$ cat config.mk
export PLATFORM = sky130hd
export DESIGN_NAME = scg_cmd_gate
export DESIGN_NICKNAME = d
export VERILOG_FILES = /design/src/rtl/scg_pkg.sv /design/src/rtl/scg_decode.sv /design/src/rtl/scg_conn.sv /design/src/rtl/scg_intr.sv /design/src/rtl/scg_cmd_gate.sv
export SDC_FILE = /design/constraint.sdc
export NUM_CORES = 1
export LEC_CHECK = 0
export ABC_AREA = 0
export BUFFER_PORTS_ARGS = -buffer_cell sky130_fd_sc_hd__buf_2
export CORE_AREA = 2 2 47 81
export CTS_CLUSTER_DIAMETER = 100
export DETAILED_ROUTE_END_ITERATION = 6
export DIE_AREA = 0 0 49 83
export PLACE_DENSITY_LB_ADDON = 0.25
export SYNTH_ARGS = -nofsm -noshare
export SYNTH_HDL_FRONTEND = slang
export SYNTH_HIERARCHICAL = 1
export SYNTH_SLANG_ARGS = --single-unit
$ cat constraint.sdc
create_clock -name clk -period 3.1 [get_ports clk]
set_input_delay 0.155 -clock clk [delete_from_list [all_inputs] [get_ports clk]]
set_output_delay 0.155 -clock clk [all_outputs]
set_load 0.01 [all_outputs]
$ cat src/rtl/scg_pkg.sv
package scg_pkg;

    localparam int DATA_W  = 8;
    localparam int OP_W    = DATA_W - 1;
    localparam int ADDR_W  = 2;
    localparam int NCAUSE  = 8;

    typedef enum logic [ADDR_W-1:0] {
        REG_CMD  = 2'd0,
        REG_STAT = 2'd1,
        REG_INTR = 2'd2,
        REG_CFG  = 2'd3
    } reg_sel_e;

    typedef enum logic [2:0] {
        GRP_ANY,
        GRP_LINK,
        GRP_MSG,
        GRP_IDLE,
        GRP_BAD
    } grp_e;

    typedef enum logic [1:0] {
        ST_IDLE,
        ST_SELECTING,
        ST_LINKED
    } conn_e;

    localparam int IRQ_DONE   = 3;
    localparam int IRQ_DISC   = 5;
    localparam int IRQ_ILLCMD = 6;
    localparam int IRQ_BUSRST = 7;
    localparam int CFG_MUTE_BUSRST = 6;

    typedef struct packed {
        logic legal;
        logic chip_rst;
        logic bus_rst;
        logic arm_sel;
    } verdict_t;

    function automatic grp_e op_group(input logic [OP_W-1:0] op);
        grp_e g;
        case (op)
            7'h00, 7'h01, 7'h02, 7'h03:                      g = GRP_ANY;
            7'h10, 7'h11, 7'h12, 7'h18, 7'h1A, 7'h1B:        g = GRP_LINK;
            default: begin
                if (op >= 7'h20 && op <= 7'h2B)              g = GRP_MSG;
                else if (op >= 7'h40 && op <= 7'h47)         g = GRP_IDLE;
                else                                         g = GRP_BAD;
            end
        endcase
        return g;
    endfunction

endpackage

$ cat src/rtl/scg_decode.sv
module scg_decode
    import scg_pkg::*;
(
    input  logic              wr_cmd,
    input  logic [DATA_W-1:0] wdata,
    input  conn_e             state,
    input  logic [2:0]        phase,
    output grp_e              group,
    output verdict_t          verdict,
    output logic              accept,
    output logic              illegal,
    output logic [OP_W-1:0]   op,
    output logic              dma
);
    logic linked;
    logic msg_phase;

    always_comb begin
        op        = wdata[OP_W-1:0];
        dma       = wdata[DATA_W-1];
        group     = op_group(op);
        linked    = (state == ST_LINKED);
        msg_phase = phase[2] & phase[1];

        verdict          = '0;
        verdict.chip_rst = (op == 7'h02);
        verdict.bus_rst  = (op == 7'h03);
        verdict.arm_sel  = (group == GRP_IDLE) && (op != 7'h44) && (op != 7'h45);
        case (group)
            GRP_ANY:  verdict.legal = 1'b1;
            GRP_LINK: verdict.legal = linked;
            GRP_MSG:  verdict.legal = linked && msg_phase;
            GRP_IDLE: verdict.legal = !linked;
            default:  verdict.legal = 1'b0;
        endcase

        accept  = wr_cmd && verdict.legal;
        illegal = wr_cmd && !verdict.legal;
    end
endmodule

$ cat src/rtl/scg_conn.sv
module scg_conn
    import scg_pkg::*;
(
    input  logic     clk,
    input  logic     rst,
    input  logic     accept,
    input  verdict_t verdict,
    input  logic     seq_done,
    input  logic     seq_disc,
    output conn_e    state
);
    conn_e state_d;

    always_comb begin
        state_d = state;
        if (seq_disc)
            state_d = ST_IDLE;
        else if (accept && (verdict.chip_rst || verdict.bus_rst))
            state_d = ST_IDLE;
        else if (seq_done && state == ST_SELECTING)
            state_d = ST_LINKED;
        else if (accept && verdict.arm_sel)
            state_d = ST_SELECTING;
    end

    always_ff @(posedge clk) begin
        if (rst) state <= ST_IDLE;
        else     state <= state_d;
    end
endmodule

$ cat src/rtl/scg_intr.sv
module scg_intr #(
    parameter int NCAUSE = 8
) (
    input  logic              clk,
    input  logic              rst,
    input  logic              clr_all,
    input  logic [NCAUSE-1:0] set_vec,
    output logic [NCAUSE-1:0] intr_q
);
    for (genvar i = 0; i < NCAUSE; i++) begin : g_cause
        always_ff @(posedge clk) begin
            if (rst)
                intr_q[i] <= 1'b0;
            else
                intr_q[i] <= (intr_q[i] & ~clr_all) | set_vec[i];
        end
    end
endmodule

$ cat src/rtl/scg_cmd_gate.sv
module scg_cmd_gate
    import scg_pkg::*;
(
    input  logic              clk,
    input  logic              rst,
    input  logic              host_wr,
    input  logic              host_rd,
    input  logic [ADDR_W-1:0] host_addr,
    input  logic [DATA_W-1:0] host_wdata,
    output logic [DATA_W-1:0] host_rdata,
    input  logic [2:0]        phase_in,
    input  logic              seq_done,
    input  logic              seq_disc,
    output logic              cmd_start,
    output logic [OP_W-1:0]   cmd_op,
    output logic              cmd_dma
);
    conn_e             state;
    grp_e              group;
    verdict_t          verdict;
    logic              accept, illegal, dma;
    logic [OP_W-1:0]   op;
    logic [NCAUSE-1:0] intr_q, set_vec;
    logic              clr_all, brst_set, wr_cmd, rd_intr;
    logic [DATA_W-1:0] cfg_q, last_cmd_q;

    assign wr_cmd  = host_wr && (host_addr == REG_CMD);
    assign rd_intr = host_rd && (host_addr == REG_INTR);

    scg_decode u_dec (
        .wr_cmd (wr_cmd),
        .wdata  (host_wdata),
        .state  (state),
        .phase  (phase_in),
        .group  (group),
        .verdict(verdict),
        .accept (accept),
        .illegal(illegal),
        .op     (op),
        .dma    (dma)
    );

    scg_conn u_conn (
        .clk     (clk),
        .rst     (rst),
        .accept  (accept),
        .verdict (verdict),
        .seq_done(seq_done),
        .seq_disc(seq_disc),
        .state   (state)
    );

    assign brst_set = accept && verdict.bus_rst && !cfg_q[CFG_MUTE_BUSRST];
    assign clr_all  = rd_intr || (accept && verdict.chip_rst);

    always_comb begin
        set_vec             = '0;
        set_vec[IRQ_DONE]   = seq_done;
        set_vec[IRQ_DISC]   = seq_disc;
        set_vec[IRQ_ILLCMD] = illegal;
        set_vec[IRQ_BUSRST] = brst_set;
    end

    scg_intr #(.NCAUSE(NCAUSE)) u_intr (
        .clk    (clk),
        .rst    (rst),
        .clr_all(clr_all),
        .set_vec(set_vec),
        .intr_q (intr_q)
    );

    always_ff @(posedge clk) begin
        if (rst) begin
            cfg_q      <= '0;
            last_cmd_q <= '0;
            cmd_start  <= 1'b0;
            cmd_op     <= '0;
            cmd_dma    <= 1'b0;
        end else begin
            cmd_start <= accept;
            if (accept) begin
                cmd_op     <= op;
                cmd_dma    <= dma;
                last_cmd_q <= host_wdata;
            end
            if (host_wr && host_addr == REG_CFG)
                cfg_q <= host_wdata;
        end
    end

    always_comb begin
        case (host_addr)
            REG_CMD:  host_rdata = last_cmd_q;
            REG_STAT: host_rdata = {(|intr_q), 4'b0000, phase_in};
            REG_INTR: host_rdata = intr_q;
            default:  host_rdata = cfg_q;
        endcase
    end
endmodule

=== Word-level counts from Yosys, hierarchy flattened ===
Index checks and enable logic that the tools add are counted.

* Order comparisons: 4
* Equal/unequal tests: 19
* Mux-type cells: 7
* Bitwise logic cells: 14
* Reductions and logical operators: 30

{| class="wikitable"
|+ Operators with widths
! cell !! number
|-
| $eq 7x5->1 const B || 6
|-
| $pmux 8 s3 || 1
|-
| $logic_and 1x1->1 || 16
|-
| $eq 7x2->1 const B || 2
|-
| $ne 7x7->1 const B || 2
|-
| $and 1x1->1 || 9
|-
| $reduce_or 4->1 || 2
|-
| $reduce_or 8->1 || 1
|-
| $eq 7x1->1 const B || 1
|-
| $ge 7x6->1 const B || 1
|-
| $ge 7x7->1 const B || 1
|-
| $le 7x6->1 const B || 1
|-
| $le 7x7->1 const B || 1
|-
| $logic_not 7->1 || 1
|-
| $eq 2x2->1 const B || 3
|-
| $eq 3x2->1 const B || 2
|-
| $mux 3 || 2
|-
| $pmux 3 s2 || 1
|-
| $reduce_or 6->1 || 1
|-
| $eq 2x1->1 const B || 2
|-
| $mux 2 || 2
|-
| $or 1x1->1 || 4
|-
| $pmux 1 s4 || 1
|-
| $eq 3x1->1 const B || 1
|-
| 7 further kinds || 10
|}

* Register bits after elaboration: 35
* Input bits: 19
* Word-level logic and storage cells: 89

=== Longest topological paths before layout ===
Gate-level depths: netlist of run 1.

* Word-level depth: 13
* Mapped depth: 10
* Depth with buffers taken out: 7

=== Hierarchy ===
Netlist of run 1, hierarchy kept.

{| class="wikitable"
|+ By module, submodules not included
! module !! times used !! cells each !! area an instance (um^2) !! seq. area each (um^2)
|-
| scg_cmd_gate || 1 || 109 || 1,158.6 || 500.5
|-
| scg_intr || 1 || 33 || 304.0 || 160.2
|-
| scg_decode || 1 || 35 || 232.7 || 0.0
|-
| scg_conn || 1 || 9 || 102.6 || 40.0
|}

=== Worst setup path after synthesis of run 1 ===
Ideal clock, no wire load.

* Path type: input -> register
* Start: in host_wdata[2]
* End: reg u_intr.intr_q[1]
* Library setup time: 0.119 ns
* Arrival: 2.138 ns
* Required time: 2.981 ns
* Slack: 0.843 ns
* Cell stages on the path: 9
* Buffers on the path: 2
* Cell sequence: or3_1 > a221oi_1 > a311oi_2 > nor3b_1 > buf_4 > buf_4 > a32o_1 > nand2b_4 > a21oi_2

* Word-level cells in the longest chain between the ends: 12
* Elaborated cells on any way between the ends: 31
* Classes of those cells: 4 x order compare; 12 x eq/ne; 4 x mux; 2 x bitwise; 9 x reduce/logical

{| class="wikitable"
|+ Ends and longest elaborated chain
! element !! line !! RTL
|-
| start: declaration || scg_cmd_gate.sv:9 || <nowiki>input logic [DATA_W-1:0] host_wdata,</nowiki>
|-
| $ge 7x7->1 or $le 7x7->1 (tied branches) || scg_pkg.sv:49 || <nowiki>else if (op >= 7'h40 && op <= 7'h47) g = GRP_IDLE;</nowiki>
|-
| $logic_and 1x1->1 || scg_pkg.sv:49 ||
|-
| $mux 3 || scg_pkg.sv:49 ||
|-
| $mux 3 || scg_pkg.sv:48 || <nowiki>if (op >= 7'h20 && op <= 7'h2B) g = GRP_MSG;</nowiki>
|-
| $pmux 3 s2 * || scg_pkg.sv:44 || <nowiki>case (op)</nowiki>
|-
| $eq 3x2->1, or another cell as far along || scg_decode.sv:29 || <nowiki>case (group)</nowiki>
|-
| $pmux 1 s4 * || scg_decode.sv:29 ||
|-
| $logic_and 1x1->1 * || scg_decode.sv:37 || <nowiki>accept = wr_cmd && verdict.legal;</nowiki>
|-
| named net accept || scg_cmd_gate.sv:21 || <nowiki>logic accept, illegal, dma;</nowiki>
|-
| $logic_and 1x1->1 * || scg_cmd_gate.sv:54 || <nowiki>assign clr_all = rd_intr || (accept && verdict.chip_rst);</nowiki>
|-
| $logic_or 1x1->1 * || scg_cmd_gate.sv:54 ||
|-
| named net clr_all || scg_cmd_gate.sv:24 || <nowiki>logic clr_all, brst_set, wr_cmd, rd_intr;</nowiki>
|-
| $not 1->1 * || scg_intr.sv:15 || <nowiki>intr_q[i] <= (intr_q[i] & ~clr_all) | set_vec[i];</nowiki>
|-
| $and 1x1->1 * || scg_intr.sv:15 ||
|-
| end signal: indexed assignment || scg_intr.sv:15 ||
|-
| end: declaration || scg_intr.sv:8 || <nowiki>output logic [NCAUSE-1:0] intr_q</nowiki>
|}

The timed path passes the listed nets; every way through them passes the cells marked *.
A chain may end at the register's enable or synchronous reset.

=== Final worst setup path of run 1 ===
* Start: reg u_conn.state[1]
* End: reg cmd_op[3]

* Word-level cells in the longest chain between the ends: 4
* Elaborated cells on any way between the ends: 5
* Classes of those cells: 1 x eq/ne; 1 x mux; 3 x reduce/logical

{| class="wikitable"
|+ Ends and longest elaborated chain
! element !! line !! RTL
|-
| start: declaration || scg_conn.sv:10 || <nowiki>output conn_e state</nowiki>
|-
| start signal: assignment || scg_conn.sv:28 || <nowiki>else state <= state_d;</nowiki>
|-
| $eq 2x2->1 * || scg_decode.sv:22 || <nowiki>linked = (state == ST_LINKED);</nowiki>
|-
| $logic_not 1->1 or $logic_and 1x1->1 (tied branches) || scg_decode.sv:33, scg_decode.sv:32 ||
|-
| $pmux 1 s4 * || scg_decode.sv:29 ||
|-
| $logic_and 1x1->1 * || scg_decode.sv:37 ||
|-
| named net accept || scg_cmd_gate.sv:21 ||
|-
| end signal: assignment || scg_cmd_gate.sv:82 || <nowiki>cmd_op <= op;</nowiki>
|-
| end: declaration || scg_cmd_gate.sv:15 || <nowiki>output logic [OP_W-1:0] cmd_op,</nowiki>
|}

Marks and branches as above.

==> impl_metrics.csv, run 1 <==
group,metric,value,unit
sta,hold_viol_final,0,
drt,vias_per_cell,5.394,
layout,drive_above_1_share,28.50,%
clocking,clkTransAtPathRegs,80,ps
power,power_frac_clock,41.4,%
global_route,grt_pass1_vias,1413,
power,combPwrFrac,10.6,%
setup_path,cp_max_fo,12,
setup_path,r2r_setup_slack,1110,ps
sta,finalSetupViolations,0,
global_route,antenna_found_initial,0,
die,ioPinCount,36,
sta,maxSlewViolCount,0,
die,die_w,49,um
global_route,track_usage,21.09,%
sta,max_freq,503.6,MHz
synthesis,yosysWarnings,6,
place,post-dp-hpwl,2972,um
layout,area_growth,14.29,%
drt,drt-pass1-iter-count,4,
power,finalPower,980.6,uW
power,p_sw_share,23.89,%
clocking,htreeDepth,2,
sta,tns,0,ps
die,initial_core_util,52.58,%
power,p_per_area,480.2,nW/um^2
clocking,cts_sinks,35,
clocking,cts-root-buf,"clkbuf_8",
job,maxCapViolCount,0,
sta,max_slew_margin,56.94,%
power,max-vdd-ir-drop,0.3565,mV
layout,final_nets,232,
hold_path,min_from,"seq_disc",
setup_path,r2r_cells,8,
setup_path,critPathCaptureType,"register",
die,die_area,4067,sq um
global_route,grt_pass1_wl,6679,um
power,p_leak,0.9165,nW
global_route,grt_max_degree,36,
hold_path,whs_path_depth,2,
setup_path,critical_path_class,"register to register",
power,p_int,746.3,uW
setup_path,r2r-end,"cmd_op[3]",
layout,multi_input_area,937.1,sq um
drt,routed_wl,3924,um
sta,rsz0062_at_grt,"no",
drt,routedWlPerCell,15.15,um
power,power_frac_seq,48.1,%
place,gp_congestion,0.8460,
die,die_h,83,um
hold_path,hold_end,"u_conn/state[1]",
layout,diodes,0,
synthesis,avgSynthCellArea,9.763,sq um
setup_path,crit_required,3260,ps
status,status,"completed",
synthesis,syn_area,1787,sq um
clocking,clk_latency,290,ps
layout,seq_area,700.7,sq um
setup_path,r2r_start,"u_conn/state[1]",
clocking,clk_path_buf_depth,2,
die,coreArea,3398,sq um
power,p_switching,234.3,uW
drt,drt_iter0_drc,34,
clocking,cts_buffers,5,
setup_path,start_kind,"register",
place,port_buffers,35,
layout,num-fill-cells,310,
drt,detail-route-antenna-nets,0,
synthesis,synth_cells,183,
hold_path,holdCritPathClass,"input pin to register",
sta,tightest_slew,645.9,ps
die,rows,28,
clocking,postCtsSetupBuffers,0,
clocking,cts_resized,0,
drt,vias,1397,
setup_path,crit_arrival,2140,ps
sta,clock_skew,6.780,ps
clocking,postCtsHoldBufs,0,
global_route,grt-ovfl-total,0,
sta,min_period,1986,ps
drt,drc,0,
clocking,cts_tree,"yes",
sta,period_share,64.05,%
==> power by group through the flow <==
stage | clock [mW] | combinational, mW | sequential, mW
6_report | 0.406 | 0.104 | 0.471
5_1_grt | 0.435 | 0.114 | 0.472
4_1_cts | 0.417 | 0.104 | 0.471
3_5_place_dp | 0 | 0.104 | 0.482
3_3_place_gp | 0 | 0.101 | 0.481
2_1_floorplan | 0 | 0.0752 | 0.478
==> worst max-delay path by stage <==
| stage | slack, ps | cells after the start | start | endpoint |
|---|---|---|---|---|
| floorplan | 890 | 9 | host_wdata[3] | u_intr/intr_q[1] |
| global placement | 980 | 9 | host_wdata[3] | last_cmd_q[7] |
| detailed placement | 910 | 9 | host_wdata[2] | cmd_op[3] |
| CTS | 1110 | 8 | u_conn/state[1] | cmd_op[3] |
| global route | 890 | 8 | u_conn/state[1] | last_cmd_q[7] |
| finish | 1110 | 8 | u_conn/state[1] | cmd_op[3] |
==> per-layer routing <==
metal | track usage [%] | part of all wire (%) | routed length [um]
met5 | 0 | 0 | 0
met2 | 36.74 | 53 | 2097
met1 | 22.91 | 40 | 1554
met4 | 11.95 | 3.1 | 120
met3 | 4.676 | 3.9 | 152
==> cell type report <==
cell class	instances	share of cell area, %
Sequential cell	35	34.31
Multi-Input combinational cell	122	45.89
Clock inverter	3	2.145
Tap cell	45	2.757
Clock buffer	5	3.370
Timing Repair Buffer	37	9.314
Inverter	12	2.206
==> sequential cells by signal, indices dropped and copies added, names as in the netlist <==
signal	cells
cfg_q	8
cmd_dma	1
cmd_op	7
cmd_start	1
last_cmd_q	8
u_conn/state	2
u_intr/intr_q	8
==> placed cells by master, fill, tap and decap left out, types with 2 or more instances in the layout <==
cell type and n:
a211o_1 2, a21oi_1 6, a21oi_2 3, a22o_1 4, a32o_1 2, and2_1 2, buf_2 35, buf_4 2
clkbuf_8 5, conb_1 4, dfxtp_1 35, inv_1 12, mux2_2 4, mux2i_1 24, mux4_1 3, nand2b_1 7
nor2_1 34, nor2b_1 2, o21a_1 3, xor2_1 2
==> critical path, cell delays in order (launching register included) <==
cell and delay [ps]:
dfxtp_1 340, nor2b_1 230, and3_2 220, a311oi_2 110
nor3b_2 200, buf_4 220, buf_4 260, mux2i_1 210
nor2_1 60
==> stage by stage <==
| stage | hold slack (ps) | std cells | util (%) | worst slack [ps] | area, sq um |
|---|---|---|---|---|---|
| after floorplan | 231.0 | 186 | - | 890.5 | 1798 |
| after CTS | 61.04 | 259 | 60.09 | 1113 | 2042 |
| after global routing | 82.20 | 259 | 60.09 | 890.9 | 2042 |
| final | 71.48 | 259 | 60.09 | 1114 | 2042 |
| after global placement | 368.4 | 251 | 56.77 | 982.8 | 1929 |
| after detailed placement | 373.5 | 251 | 56.77 | 911.4 | 1929 |
(Power assumes the default switching activity.)
==> run 2, diff against run 1 <==
==> constraint.sdc (replaced) <==
create_clock -name clk -period 1.9 [get_ports clk]
set_input_delay 0.095 -clock clk [delete_from_list [all_inputs] [get_ports clk]]
set_output_delay 0.095 -clock clk [all_outputs]
set_load 0.01 [all_outputs]
==> run 2 against run 1 <==
Critical path type unchanged; register-to-register slack got worse by 1100 ps; flip-flop and latch count unchanged; largest power group unchanged; total power increased by 52%.
==> impl_metrics.csv, run 2 (synthesis gave the netlist of run 1 again) <==
group,metric,value,unit
status,status,"completed",
setup_path,slowest_delay,360,ps
die,rows,28,
sta,max_slew_margin,54.32,%
layout,utilization,64.10,%
power,p_leak,0.9879,nW
hold_path,holdCritPathClass,"input pin to register",
place,place_area,2049,sq um
die,die_h,83,um
layout,final_cell_mix,"buf_2 (35), nor2_1 (34), dfxtp_1 (33), mux2i_1 (24), buf_4 (16)",
drt,routedWlPerCell,15.37,um
setup_path,start_kind,"register",
setup_path,cp.buffers_inverters,1,
global_route,track_usage,21.76,%
setup_path,r2r-end,"u_conn/state[1]",
layout,area_growth,21.92,%
clocking,cts_sinks,35,
layout,reg_top3,"cfg_q: 8 flops, last_cmd_q: 8 flops, u_intr/intr_q: 8 flops",
sta,finalSetupViolations,0,
place,port_buffers,35,
layout,final_nets,246,
sta,max_freq,540.0,MHz
setup_path,crit_chain,"nor2b_4, and3_4, a311oi_4, nor3b_4, buf_4, a21bo_2, a2111oi_4",
drt,drt_iter0_drc,28,
drt,drt-pass1-iter-count,4,
clocking,clk_latency,290,ps
die,die_w,49,um
setup_path,critical_path_class,"register to register",
place,gp_congestion,0.7970,
setup_path,crit_arrival,2030,ps
layout,drive_above_1_share,35.53,%
layout,stdcell_area,2178,sq um
sta,maxSlewViolCount,0,
sta,period_share,97.47,%
setup_path,crit_path_start,"u_conn/state[1]",
sta,min_period,1852,ps
setup_path,cp_max_fo,4,
hold_path,min_from,"seq_disc",
die,initial_core_util,52.58,%
global_route,grt-ovfl-total,0,
die,die_area,4067,sq um
clocking,cts_buffers,5,
layout,seq_area,703.2,sq um
drt,detail-route-antenna-nets,0,
clocking,clk_path_buf_depth,2,
global_route,grt_pass1_wl,6844,um
sta,hold_viol_final,0,
drt,vias_per_cell,5.304,
layout,layout_commonest_cell,"buf_2",
place,dp.cells,264,
setup_path,critPathCaptureType,"register",
layout,num-fill-cells,313,
die,coreArea,3398,sq um
power,max-vdd-ir-drop,0.6801,mV
hold_path,whs_path_depth,2,
layout,final_cell_count_no_fill,273,
setup_path,path_delay_family,"compound AO/OA/AOI/OAI gates",
clocking,cts-root-buf,"clkbuf_8",
setup_path,crit_required,2080,ps
setup_path,crit_slowest_cell,"a311oi_4",
power,p_per_area,682.9,nW/um^2
sta,clock_skew,11.15,ps
global_route,grt_pass1_vias,1524,
setup_path,r2r_start,"u_conn/state[1]",
hold_path,hold_end,"u_conn/state[1]",
sta,tns,0,ps
global_route,grt_max_degree,36,
clocking,htreeDepth,2,
job,maxCapViolCount,0,
clocking,clkTransAtPathRegs,60,ps
die,ioPinCount,36,
sta,tightest_slew,685.2,ps
layout,multi_input_area,994.7,sq um
layout,diodes,0,
clocking,cts_tree,"yes",
setup_path,r2r_setup_slack,50,ps
setup_path,r2r_cells,7,
place,post-dp-hpwl,3104,um
drt,routed_wl,4196,um
clocking,postCtsHoldBufs,0,
global_route,antenna_found_initial,0,
drt,vias,1448,
drt,drc,0,
## run 2: power by group
| part | total [mW] | internal (mW) | leakage [nW] | switching, mW |
|---|---|---|---|---|
| logic | 0.199 | 0.0942 | 0.654 | 0.105 |
| registers | 0.769 | 0.753 | 0.286 | 0.0161 |
| clock network | 0.520 | 0.251 | 0.0477 | 0.269 |
## run 2: final cells by class
type,count,area share [%]
Timing Repair Buffer,51,13.56
Clock buffer,5,3.159
Clock inverter,3,0.6893
Sequential cell,35,32.28
Inverter,12,2.068
Multi-Input combinational cell,122,45.66
Tap cell,45,2.585
## run 2: how the worst max path moves through the flow
stage / endpoint / cells after the start
finish: u_conn/state[1] / 7
global route: u_conn/state[1] / 7
CTS: u_conn/state[1] / 7
detailed placement: u_conn/state[1] / 7
global placement: u_conn/state[1] / 7
floorplan: u_intr/intr_q[1] / 8
## run 2: timing repair
action / CTS / global route
buffers inserted: 0 / 1
hold endpoints to repair: 0 / 0
pin swaps: 0 / 2
setup endpoints to repair: 1 / 23
resized for setup: 1 / 6
## run 2: through the flow
| step | hold WS, ps | total power, mW | setup WS (ps) |
|---|---|---|---|
| floorplan | 171.0 | 0.9063 | -12.41 |
| global placement | 305.5 | 0.9715 | -57.58 |
| detailed placement | 308.8 | 0.9791 | -145.4 |
| CTS | 4.854 | 1.499 | 7.779 |
| global route | 19.82 | 1.546 | -3.388 |
| finish | 28.45 | 1.488 | 47.98 |
## run 2: metal layers
metal,routed length [um],track usage (%)
met2,2269,39.60
met4,89,9.091
met1,1705,23.27
met3,131,5.216
met5,0,0
